--- src/rtl/mbox_pkg.sv ---
package mbox_pkg;

    // Per-port write tracking state
    typedef enum logic [1:0] {
        ACC_IDLE    = 2'd0,
        ACC_WR_HIT  = 2'd1,
        ACC_WR_MISS = 2'd2
    } acc_state_t;

    // Interrupt flag state
    typedef enum logic {
        FLAG_CLEAR  = 1'b0,
        FLAG_RAISED = 1'b1
    } flag_state_t;

    localparam int NUM_PORTS = 2;

endpackage

--- src/rtl/mbox_access_decode.sv ---
module mbox_access_decode
    import mbox_pkg::*;
#(
    parameter int              ADDR_W    = 15,
    parameter logic [ADDR_W-1:0] WR_TARGET = '1,
    parameter logic [ADDR_W-1:0] RD_TARGET = '1
) (
    input  logic              clk,
    input  logic              rst_n,
    input  logic [ADDR_W-1:0] addr,
    input  logic              cs_n,
    input  logic              rw_n,
    input  logic              oe_n,
    output logic              raise_peer,
    output logic              clear_own
);

    acc_state_t state_q, state_d;

    logic wr_now;
    logic rd_now;
    logic wr_match;

    assign wr_now   = !cs_n && !rw_n;
    assign rd_now   = !cs_n &&  rw_n && !oe_n;
    assign wr_match = (addr == WR_TARGET);

    // State register
    always_ff @(posedge clk or negedge rst_n) begin
        if (!rst_n) begin
            state_q <= ACC_IDLE;
        end else begin
            state_q <= state_d;
        end
    end

    // Next state
    always_comb begin
        state_d = state_q;
        unique case (state_q)
            ACC_IDLE: begin
                if (wr_now) begin
                    state_d = wr_match ? ACC_WR_HIT : ACC_WR_MISS;
                end
            end
            ACC_WR_HIT: begin
                if (!wr_now) begin
                    state_d = ACC_IDLE;
                end else if (!wr_match) begin
                    state_d = ACC_WR_MISS;
                end
            end
            ACC_WR_MISS: begin
                if (!wr_now) begin
                    state_d = ACC_IDLE;
                end else if (wr_match) begin
                    state_d = ACC_WR_HIT;
                end
            end
            default: state_d = ACC_IDLE;
        endcase
    end

    // Outputs
    always_comb begin
        raise_peer = 1'b0;
        clear_own  = rd_now && (addr == RD_TARGET);
        unique case (state_q)
            ACC_WR_HIT:  raise_peer = !wr_now;
            ACC_IDLE,
            ACC_WR_MISS: raise_peer = 1'b0;
            default:     raise_peer = 1'b0;
        endcase
    end

endmodule

--- src/rtl/mbox_irq_flag.sv ---
module mbox_irq_flag
    import mbox_pkg::*;
(
    input  logic clk,
    input  logic rst_n,
    input  logic set_req,
    input  logic clr_req,
    output logic irq_n
);

    flag_state_t state_q, state_d;

    always_ff @(posedge clk or negedge rst_n) begin
        if (!rst_n) begin
            state_q <= FLAG_CLEAR;
        end else begin
            state_q <= state_d;
        end
    end

    // Set has priority over clear
    always_comb begin
        state_d = state_q;
        unique case (state_q)
            FLAG_CLEAR: begin
                if (set_req) state_d = FLAG_RAISED;
            end
            FLAG_RAISED: begin
                if (clr_req && !set_req) state_d = FLAG_CLEAR;
            end
            default: state_d = FLAG_CLEAR;
        endcase
    end

    always_comb begin
        unique case (state_q)
            FLAG_RAISED: irq_n = 1'b0;
            FLAG_CLEAR:  irq_n = 1'b1;
            default:     irq_n = 1'b1;
        endcase
    end

endmodule

--- src/rtl/mbox_irq_ctrl.sv ---
module mbox_irq_ctrl
    import mbox_pkg::*;
#(
    parameter int ADDR_W = 15
) (
    input  logic              clk,
    input  logic              rst_n,
    input  logic [ADDR_W-1:0] lt_addr,
    input  logic              lt_cs_n,
    input  logic              lt_rw_n,
    input  logic              lt_oe_n,
    input  logic [ADDR_W-1:0] rt_addr,
    input  logic              rt_cs_n,
    input  logic              rt_rw_n,
    input  logic              rt_oe_n,
    output logic              lt_irq_n,
    output logic              rt_irq_n
);

    localparam logic [ADDR_W-1:0] MBOX_TOP  = '1;
    localparam logic [ADDR_W-1:0] MBOX_NEXT = MBOX_TOP - 1'b1;

    // Index 0 = left port, index 1 = right port
    logic [NUM_PORTS-1:0][ADDR_W-1:0] addr_a;
    logic [NUM_PORTS-1:0]             cs_n_a;
    logic [NUM_PORTS-1:0]             rw_n_a;
    logic [NUM_PORTS-1:0]             oe_n_a;
    logic [NUM_PORTS-1:0]             raise_a;
    logic [NUM_PORTS-1:0]             clear_a;
    logic [NUM_PORTS-1:0]             irq_n_a;

    assign addr_a = {rt_addr, lt_addr};
    assign cs_n_a = {rt_cs_n, lt_cs_n};
    assign rw_n_a = {rt_rw_n, lt_rw_n};
    assign oe_n_a = {rt_oe_n, lt_oe_n};

    for (genvar p = 0; p < NUM_PORTS; p++) begin : g_port
        // Left writes TOP to signal right; acknowledges by reading NEXT.
        mbox_access_decode #(
            .ADDR_W    (ADDR_W),
            .WR_TARGET ((p == 0) ? MBOX_TOP  : MBOX_NEXT),
            .RD_TARGET ((p == 0) ? MBOX_NEXT : MBOX_TOP)
        ) u_dec (
            .clk        (clk),
            .rst_n      (rst_n),
            .addr       (addr_a[p]),
            .cs_n       (cs_n_a[p]),
            .rw_n       (rw_n_a[p]),
            .oe_n       (oe_n_a[p]),
            .raise_peer (raise_a[p]),
            .clear_own  (clear_a[p])
        );

        mbox_irq_flag u_flag (
            .clk     (clk),
            .rst_n   (rst_n),
            .set_req (raise_a[NUM_PORTS-1-p]),
            .clr_req (clear_a[p]),
            .irq_n   (irq_n_a[p])
        );
    end

    assign lt_irq_n = irq_n_a[0];
    assign rt_irq_n = irq_n_a[1];

endmodule

--- config.mk ---
export PLATFORM = sky130hd
export DESIGN_NAME = mbox_irq_ctrl
export DESIGN_NICKNAME = d
export VERILOG_FILES = /design/src/rtl/mbox_pkg.sv /design/src/rtl/mbox_access_decode.sv /design/src/rtl/mbox_irq_flag.sv /design/src/rtl/mbox_irq_ctrl.sv
export SDC_FILE = /design/constraint.sdc
export NUM_CORES = 1
export LEC_CHECK = 0
export BUFFER_PORTS_ARGS = -buffer_cell sky130_fd_sc_hd__buf_2
export CORE_AREA = 2 2 39 41
export DETAILED_ROUTE_END_ITERATION = 8
export DIE_AREA = 0 0 41 43
export GPL_TIMING_DRIVEN = 0
export PLACE_DENSITY = 0.69
export SLEW_MARGIN = 20
export SYNTH_ARGS = -nofsm -noshare
export SYNTH_HDL_FRONTEND = slang
export SYNTH_HIERARCHICAL = 1
export SYNTH_SLANG_ARGS = --single-unit
--- constraint.sdc ---
create_clock -name clk -period 1.02 [get_ports clk]
set_clock_uncertainty 0.05 [all_clocks]
set_input_delay 0 -clock clk [delete_from_list [all_inputs] [get_ports clk]]
set_output_delay 0 -clock clk [all_outputs]
set_load 0.02 [all_outputs]
==> metrics.txt, run 1 <==
status finished clean; WS Path Type in2reg; CTS buffer count 3; FF-to-FF End g_port[0].u_flag/state_q; Tcrit/Tclk final 0.940; Yosys warning count 6; met3 WL 180 um; highest-delay cell along the critical path dlygate4sd3_1; Final Util 0.486; routed via count 473; gr usage total 0.124; CP Buf/Inv Count 2; H-tree level count 1; most common cell after layout, fill and taps aside buf_2; Post-CTS Repair Setup Buffers 0; fin crit period 0.959 ns; fill count 136; Tightest Pin Transition 0.276 ns; Seq/Total Area, Yosys 0.397; clock latency on the worst-skew pair 0.24 ns; first-pass GRT wire length 1410 um; clk sink count 6; area grow syn2layout 78.1%; CP max FO 3; DP HPWL 834 um; Avg Cell Area, Syn 9.94 um2; hold_sp rt_rw_n; WHS Endpoint g_port[1].u_dec/state_q[0]; max cap viols 0; RSZ-0062 raised after global routing false; final non-filler cell total 101; Synth top area share 0.397; CTS tree done; Hold Crit Class in2reg; Crit path arrival time 1.03 ns; # rows 14; vias in the first global route 415; simple-gate share of the synthesized area 0.500; Synth Register Bits 6; routability cong. 0.640; cell family with most CP delay buffers and inverters; reg2reg path depth 2; power per cell area 852 nW/um2; largest family of logic cells by synthesized area simple AND/OR/NAND/NOR gates; CTS clock-pin slew for the worst setup and hold paths 0.04 ns; Die W 41 um; Synth Area in XOR/XNOR 0; Max Used Layer met3; antenna violations before repair 0; WL final 985 um; Worst Setup Start Kind primary input; DRC violations left 0; CP Capture Type flip-flop; Max Transition Viols Final 0; fraction of layout cells with a size suffix above 1 0.612; VDD IR max 549 uV; metal2 WL 446 um; Initial Utilization 0.273; Ports 40; Synth area leader dfrtp_1; pin count of the biggest net entering global routing 7; Setup Viol. Count Final 0; Final Power 573 uW; worst-path cell chain dlygate4sd3_1 -> buf_2 -> nor2_1 -> and4b_1 -> o21bai_2; Mapped Nets 76; remaining antenna violation count 0; Worst R2R Setup Slack 0.18 ns; post-synthesis adder-cell area fraction 0; n_diodes 0; WHS 0.0170 ns; die height 43 um; core outline area 1380 um2; Slew headroom 0.815; Pleak 0.000335 uW; Final #Nets 125; die area 1760 um2; via/cell ratio 4.68; Syn Inst Count 38; Placed Cells 93; crit-path max cell delay 0.53 ns; grt total ovfl 0; initial DRC count 0; most frequent cells in the layout 38 x buf_2, 6 x dfrtp_1, 6 x dlygate4sd3_1, 5 x nand4_1, 5 x nand2_1; WP data required 1.09 ns; Post-Syn Area 378 um2; CTS Root Cell clkbuf_4; port bufs 39; worst r2r src g_port[1].u_dec/state_q[0]; fmax 1040 MHz; hold path cells 4; met1 WL 359 um; post-synthesis compound-gate area fraction 0.0728; mux share of post-synthesis cell area 0; WL per Instance 9.75 um; Unique masters post-synth 19; synth top area cells dfrtp_1 40%, nand4_1 8.3%, nor4b_2 7.9%; First-pass DRT Iterations 1; CTS max path bufs 2; count of final hold-check violations 0
## per-stage QoR
step                setup WS, ns  instance area, um2  setup TNS, ns
CTS                       0.0310                 676              0
floorplan                 0.0304                 378              0
global route              0.0248                 673              0
global placement         -0.0785                 593         -0.199
finish                    0.0614                 673              0
detailed placement       -0.0871                 593         -0.231
## repair_timing
item / 4_1_cts / 5_1_grt
gates resized for setup: 0 / 1
hold endpoints to repair: 9 / 0
endpoints found under the setup margin: 0 / 1
hold buffers: 6 / 0
## kinds of logic after synthesis
kind of cell / Yosys count
DFF: 6
and+or+nand+nor: 26
buffers and inverters: 3
AOI/OAI and AO/OA: 3
## worst max path at each step
stage           startpoint                    endpoint  slack (ns)  cells past startpoint
6_report           lt_cs_n    g_port[0].u_flag/state_q        0.06                      5
5_1_grt            rt_oe_n    g_port[1].u_flag/state_q        0.02                      4
4_1_cts         rt_addr[0]    g_port[1].u_flag/state_q        0.03                      5
3_5_place_dp   lt_addr[14]  g_port[0].u_dec/state_q[0]       -0.09                      4
3_3_place_gp   lt_addr[14]  g_port[0].u_dec/state_q[1]       -0.08                      4
2_1_floorplan  lt_addr[14]  g_port[0].u_dec/state_q[1]        0.03                      3
## registers in the layout, summed over array words and instances (netlist names)
name / cells
g_port.u_dec/state_q: 4
g_port.u_flag/state_q: 2
## metal layers
metal | vias up | track usage
met5 | - | 0
met4 | 0 | 0.0800
met3 | 0 | 0.0524
met2 | 40 | 0.216
met1 | 194 | 0.105
li1 | 239 | -
## worst register-to-register path: stages (launching register included)
cell	delay, ns
dfrtp_1	0.36
nor3b_1	0.14
o21bai_2	0.18
## synth_stat cells
cell	number
dfrtp_1	6
nand2_1	5
nand4_1	5
nor2_1	3
inv_2	2
nor3b_1	2
nor4b_2	2
o21bai_2	2
a21oi_1	1
and3_1	1
and4b_1	1
inv_1	1
nand2b_1	1
nand3_1	1
nand4_2	1
nor3b_2	1
nor4_1	1
nor4_2	1
or4_4	1
## power breakdown
part	internal [uW]	switching [uW]	total, uW
Clock	133	78.3	211
Sequential	243	1.93	245
Combinational	73.0	44.4	117
Total	449	125	573
## area by class of cell
type / instances / area [um2] / area share
inverter: 3 / 11.3 / 0.0167
tap: 16 / 20.0 / 0.0297
sequential: 6 / 150 / 0.223
timing repair buffer: 44 / 250 / 0.372
clock buffer: 3 / 22.5 / 0.0335
multi-input combinational: 29 / 219 / 0.325
(Power assumes the default switching activity.)
==> run 2: changes to the inputs <==
Settings changed: BUFFER_PORTS_ARGS -buffer_cell sky130_fd_sc_hd__buf_2 to default, DONT_BUFFER_PORTS from default to 1, PLACE_DENSITY 0.69 to 0.43, RECOVER_POWER from default to 25, TNS_END_PERCENT from default to 10.
==> metrics.txt, run 2 (synthesis gave the netlist of run 1 again) <==
status complete, but fails checks; failing checks hold timing; Final #Nets 89; FF-to-FF End g_port[0].u_flag/state_q; fraction of layout cells with a size suffix above 1 0.286; fill count 141; hold_buf cts 8; most frequent cells in the layout 7 x dlygate4sd3_1, 6 x dfrtp_1, 5 x nand4_1, 5 x nand2_1; Ports 40; pre-CTS setup slack -0.0450 ns; routed via count 364; via/cell ratio 5.60; CTS clock-pin slew for the worst setup and hold paths 0.05 ns; Slew headroom 0.761; area grow syn2layout 37.4%; WS Path Type in2reg; max FFs per register 4; CP max FO 2; Crit path arrival time 1.03 ns; grt total ovfl 0; clock latency on the worst-skew pair 0.24 ns; routability cong. 0.595; vias in the first global route 399; max cap viols 0; pin count of the biggest net entering global routing 7; fin crit period 0.960 ns; Seq. cell area 150 um2; remaining antenna violation count 0; most common cell after layout, fill and taps aside dlygate4sd3_1; Hold Crit Class in2reg; CP endpoint g_port[1].u_flag/state_q; sequential share of power 0.469; CTS buffer count 3; Internal Power 410 uW; Critical Path Source rt_addr[0]; Logic pwr share 0.117; DP HPWL 760 um; RSZ-0062 raised after global routing false; Setup WS post-layout 0.0596 ns; WHS -0.0585 ns; die area 1760 um2; first-pass GRT wire length 1350 um; antenna violations before repair 0; Worst R2R Setup Slack 0.15 ns; VDD IR max 340 uV; CTS max path bufs 2; Setup Viol. Count Final 0; CTS Root Cell clkbuf_4; DRC violations left 0; Pleak 0.000210 uW; power per cell area 1010 nW/um2; H-tree level count 1; Sw Share 0.216; Tcrit/Tclk final 0.942; Placed Cells 54; n_diodes 0; clk sink count 6; fmax 1040 MHz; # rows 14; WL final 920 um; count of final hold-check violations 2; core outline area 1380 um2; initial DRC count 2; WL per Instance 14.2 um; Reg with most FFs g_port.u_dec/state_q; Initial Utilization 0.273; sw power 113 uW; reg2reg path depth 2; worst r2r src g_port[1].u_dec/state_q[0]; Tightest Pin Transition 0.356 ns; Worst Setup Start Kind primary input; Largest regs g_port.u_dec/state_q: 4 flops, g_port.u_flag/state_q: 2 flops; final non-filler cell total 65; gr usage total 0.121; die height 43 um; Clock power frac 0.414; Max Transition Viols Final 0; First-pass DRT Iterations 4; port bufs 0; WP data required 1.09 ns; Die W 41 um; CTS tree done; area of the multi-input gates 233 um2; CP Capture Type flip-flop
-- run 2: critical path: stages --
cell and delay [ns]:
dlygate4sd3_1 0.57, inv_1 0.09, nor4b_4 0.27, o21bai_2 0.10
-- run 2: power by group through the flow --
stage	clock network [uW]	logic, uW	registers [uW]
2_1_floorplan	0	19.4	248
3_3_place_gp	0	20.9	248
3_5_place_dp	0	22.5	249
4_1_cts	222	54.5	245
5_1_grt	238	65.5	246
6_report	216	61.0	245
-- run 2: what timing repair did --
item / CTS / global route
endpoints found under the setup margin: 0 / 1
gates resized for setup: 0 / 3
buffers inserted: 0 / 0
hold endpoints to repair: 11 / 1
-- run 2: through the flow --
stage / utilization / setup TNS, ns / hold slack, ns / area, um2 / total power [uW]
CTS: 0.362 / 0 / -0.0623 / 500 / 522
detailed placement: 0.288 / -0.0701 / -0.345 / 398 / 271
global placement: 0.288 / 0 / -0.345 / 398 / 269
global route: 0.375 / 0 / -0.0616 / 519 / 550
finish: 0.375 / 0 / -0.0585 / 519 / 522
floorplan: - / 0 / -0.346 / 378 / 268
-- run 2: worst min path at each step --
stage / startpoint / end / slack, ns / depth (start not counted)
after detailed placement: rst_n / g_port[0].u_flag/state_q / -0.35 / 0
after global routing: lt_addr[0] / g_port[0].u_dec/state_q[0] / -0.06 / 3
final: lt_addr[0] / g_port[0].u_dec/state_q[0] / -0.06 / 3
after CTS: lt_addr[0] / g_port[0].u_dec/state_q[0] / -0.06 / 3
after floorplan: rst_n / g_port[0].u_dec/state_q[0] / -0.35 / 0
after global placement: rst_n / g_port[0].u_dec/state_q[1] / -0.35 / 0
-- run 2: layer usage --
layer	wire [um]	track usage
met1	291	0.0852
met2	514	0.225
met3	97	0.0209
met4	17	0.120
met5	0	0
-- run 2: final cells by class --
| cell class | instances | area share |
|---|---|---|
| well taps | 16 | 0.0386 |
| multi-input cells | 29 | 0.448 |
| inverters | 3 | 0.0217 |
| clock buffers | 3 | 0.0434 |
| repair buffers | 8 | 0.159 |
| flip-flops and latches | 6 | 0.289 |
==> run 3: changes to the inputs <==
Settings changed: ABC_AREA from default to 1, CORE_AREA 2 2 39 41 to default, CORE_MARGIN from default to 1, CORE_UTILIZATION from default to 30, DIE_AREA 0 0 41 43 to default, PLACE_DENSITY 0.43 to 0.45.
==> metrics.txt, run 3 <==
area grow syn2layout 111%; Post-synth EDFFs 0; remaining antenna violation count 0; CTS clock-pin slew for the worst setup and hold paths 0.05 ns; sw power 141 uW; Largest regs g_port.u_dec/state_q: 4 flops, g_port.u_flag/state_q: 2 flops; Worst Setup Start Kind primary input; fin crit period 0.943 ns; # rows 13; Max Transition Viols Final 0; initial DRC count 7; max cap viols 0; antenna violations before repair 0; Ports 40; most frequent cells in the layout 25 x nand2_1, 21 x dlygate4sd3_1, 15 x dlymetal6s4s_1, 13 x nor2_1, 10 x inv_1; via/cell ratio 4.31; CTS tree done; Die W 39.8 um; Synth area leader dfrtp_1; Unique masters post-synth 9; CP Capture Type flip-flop; power per cell area 705 nW/um2; Initial Utilization 0.326; CTS max path bufs 2; Syn Inst Count 71; status finished clean; max FFs per register 4; H-tree level count 1; DP HPWL 641 um; WP data required 1.10 ns; DRC violations left 0; clk sink count 6; First-pass DRT Iterations 4; Final #Nets 152; Reg with most FFs g_port.u_dec/state_q; Seq/Total Area, Yosys 0.350; CTS Root Cell clkbuf_4; die height 39.8 um; Yosys warning count 6; Main synth FF type dfrtp_1; Hold Crit Class in2reg; Clock power frac 0.337; Setup WS post-layout 0.0768 ns; fraction of layout cells with a size suffix above 1 0.161; Tcrit/Tclk final 0.925; count leader, synth nand2_1; Tightest Pin Transition 0.281 ns; CTS buffer count 3; grt total ovfl 0; pin count of the biggest net entering global routing 7; Avg Cell Area, Syn 6.04 um2; VDD IR max 732 uV; Logic pwr share 0.279; Sw Share 0.221; die area 1590 um2; Setup Viol. Count Final 0; Internal Power 498 uW; top cells by count, synth 28 x nand2_1, 17 x nor2_1, 10 x inv_1, 6 x dfrtp_1; Pleak 0.000506 uW; Slew headroom 0.812; routability cong. 0.700; fmax 1060 MHz; synth top area cells dfrtp_1 35%, nand2_1 24%, nor2_1 15%; sequential share of power 0.383; CP max FO 2; vias in the first global route 445; count of final hold-check violations 0; first-pass GRT wire length 1660 um; Async S/R FF share, synth 1.00; Post-Syn Area 429 um2; routed via count 547; clock latency on the worst-skew pair 0.24 ns; WL per Instance 10.0 um; n_diodes 0; WL final 1270 um; most common cell after layout, fill and taps aside nand2_1; Synth top area share 0.350; Crit path arrival time 1.02 ns; port bufs 0; Final Power 639 uW; core outline area 1320 um2; pre-CTS setup slack 0.216 ns; Synth Register Bits 6; Mapped Nets 109; gr usage total 0.164; WS Path Type in2reg
[run 3: cell types whose count changed after synthesis, moves of 2 or more]
cell and delta:
nand4_1 -5, nand2_1 +23, nor4b_2 -2, inv_1 +9, nor2_1 +14, nor3_2 +3
o21bai_2 -2
[run 3: worst paths after layout]
check / from / to / slack (ns) / depth (start not counted)
setup / recovery: lt_addr[4] / g_port[0].u_flag/state_q / 0.08 / 8
hold / removal: rt_oe_n / g_port[1].u_flag/state_q / 0.01 / 6
max in group asynchronous: rst_n / g_port[0].u_flag/state_q / 0.68 / 1
min in group asynchronous: rst_n / g_port[1].u_flag/state_q / 0.02 / 1
setup reg to reg: g_port[0].u_dec/state_q[1] / g_port[0].u_dec/state_q[0] / 0.22 / 3
hold reg to reg: g_port[0].u_flag/state_q / g_port[0].u_flag/state_q / 0.42 / 2
[run 3: final cells by class]
class / instances / area, um2
inverters: 11 / 41.3
flip-flops and latches: 6 / 150
repair buffers: 38 / 413
well taps: 15 / 18.8
fillers: 109 / 412
multi-input cells: 54 / 260
clock buffers: 3 / 22.5
[run 3: per-layer routing]
| layer | vias to the layer above | global-route usage | wire length, um |
|---|---|---|---|
| li1 | 293 | - | - |
| met1 | 235 | 0.175 | 481 |
| met2 | 19 | 0.287 | 718 |
| met3 | 0 | 0.0852 | 72 |
| met4 | 0 | 0.0259 | 0 |
| met5 | - | 0 | 0 |
[run 3: power groups by stage]
stage | registers [uW] | clock network [uW] | logic, uW
6_report | 245 | 216 | 179
5_1_grt | 245 | 242 | 193
4_1_cts | 245 | 224 | 154
3_5_place_dp | 248 | 0 | 39.3
3_3_place_gp | 249 | 0 | 38.8
2_1_floorplan | 248 | 0 | 35.0
[run 3: critical path, cell delays in order]
cell and delay, ns:
dlygate4sd3_1 0.52, nand2_1 0.06, nor2_2 0.11, nand3_1 0.08, nor2_1 0.11, inv_1 0.04, nand2_1 0.05, nand2_1 0.05
[run 3: through the flow]
step                cells  hold slack (ns)  utilization  cell area (um2)  TNS [ns]
floorplan              71           -0.346            -              429         0
global placement       86           -0.345        0.340              448         0
detailed placement     86           -0.345        0.340              448         0
CTS                   125          0.00410        0.631              831         0
global route          127           0.0174        0.688              906   -0.0407
finish                127          0.00965        0.688              906         0
[run 3: cells by family (layout without fill, tap and decap cells)]
| family | Yosys count | in the layout | synth area share |
|---|---|---|---|
| and+or+nand+nor | 54 | 54 | 0.554 |
| DFF | 6 | 6 | 0.350 |
| buffers and inverters | 11 | 52 | 0.0962 |
[run 3: repair_timing]
action                     CTS  global route
resized for setup            0            23
hold buffers                36             0
setup endpoints to repair    0             2
setup buffers                0             2
hold endpoints to repair    12             0
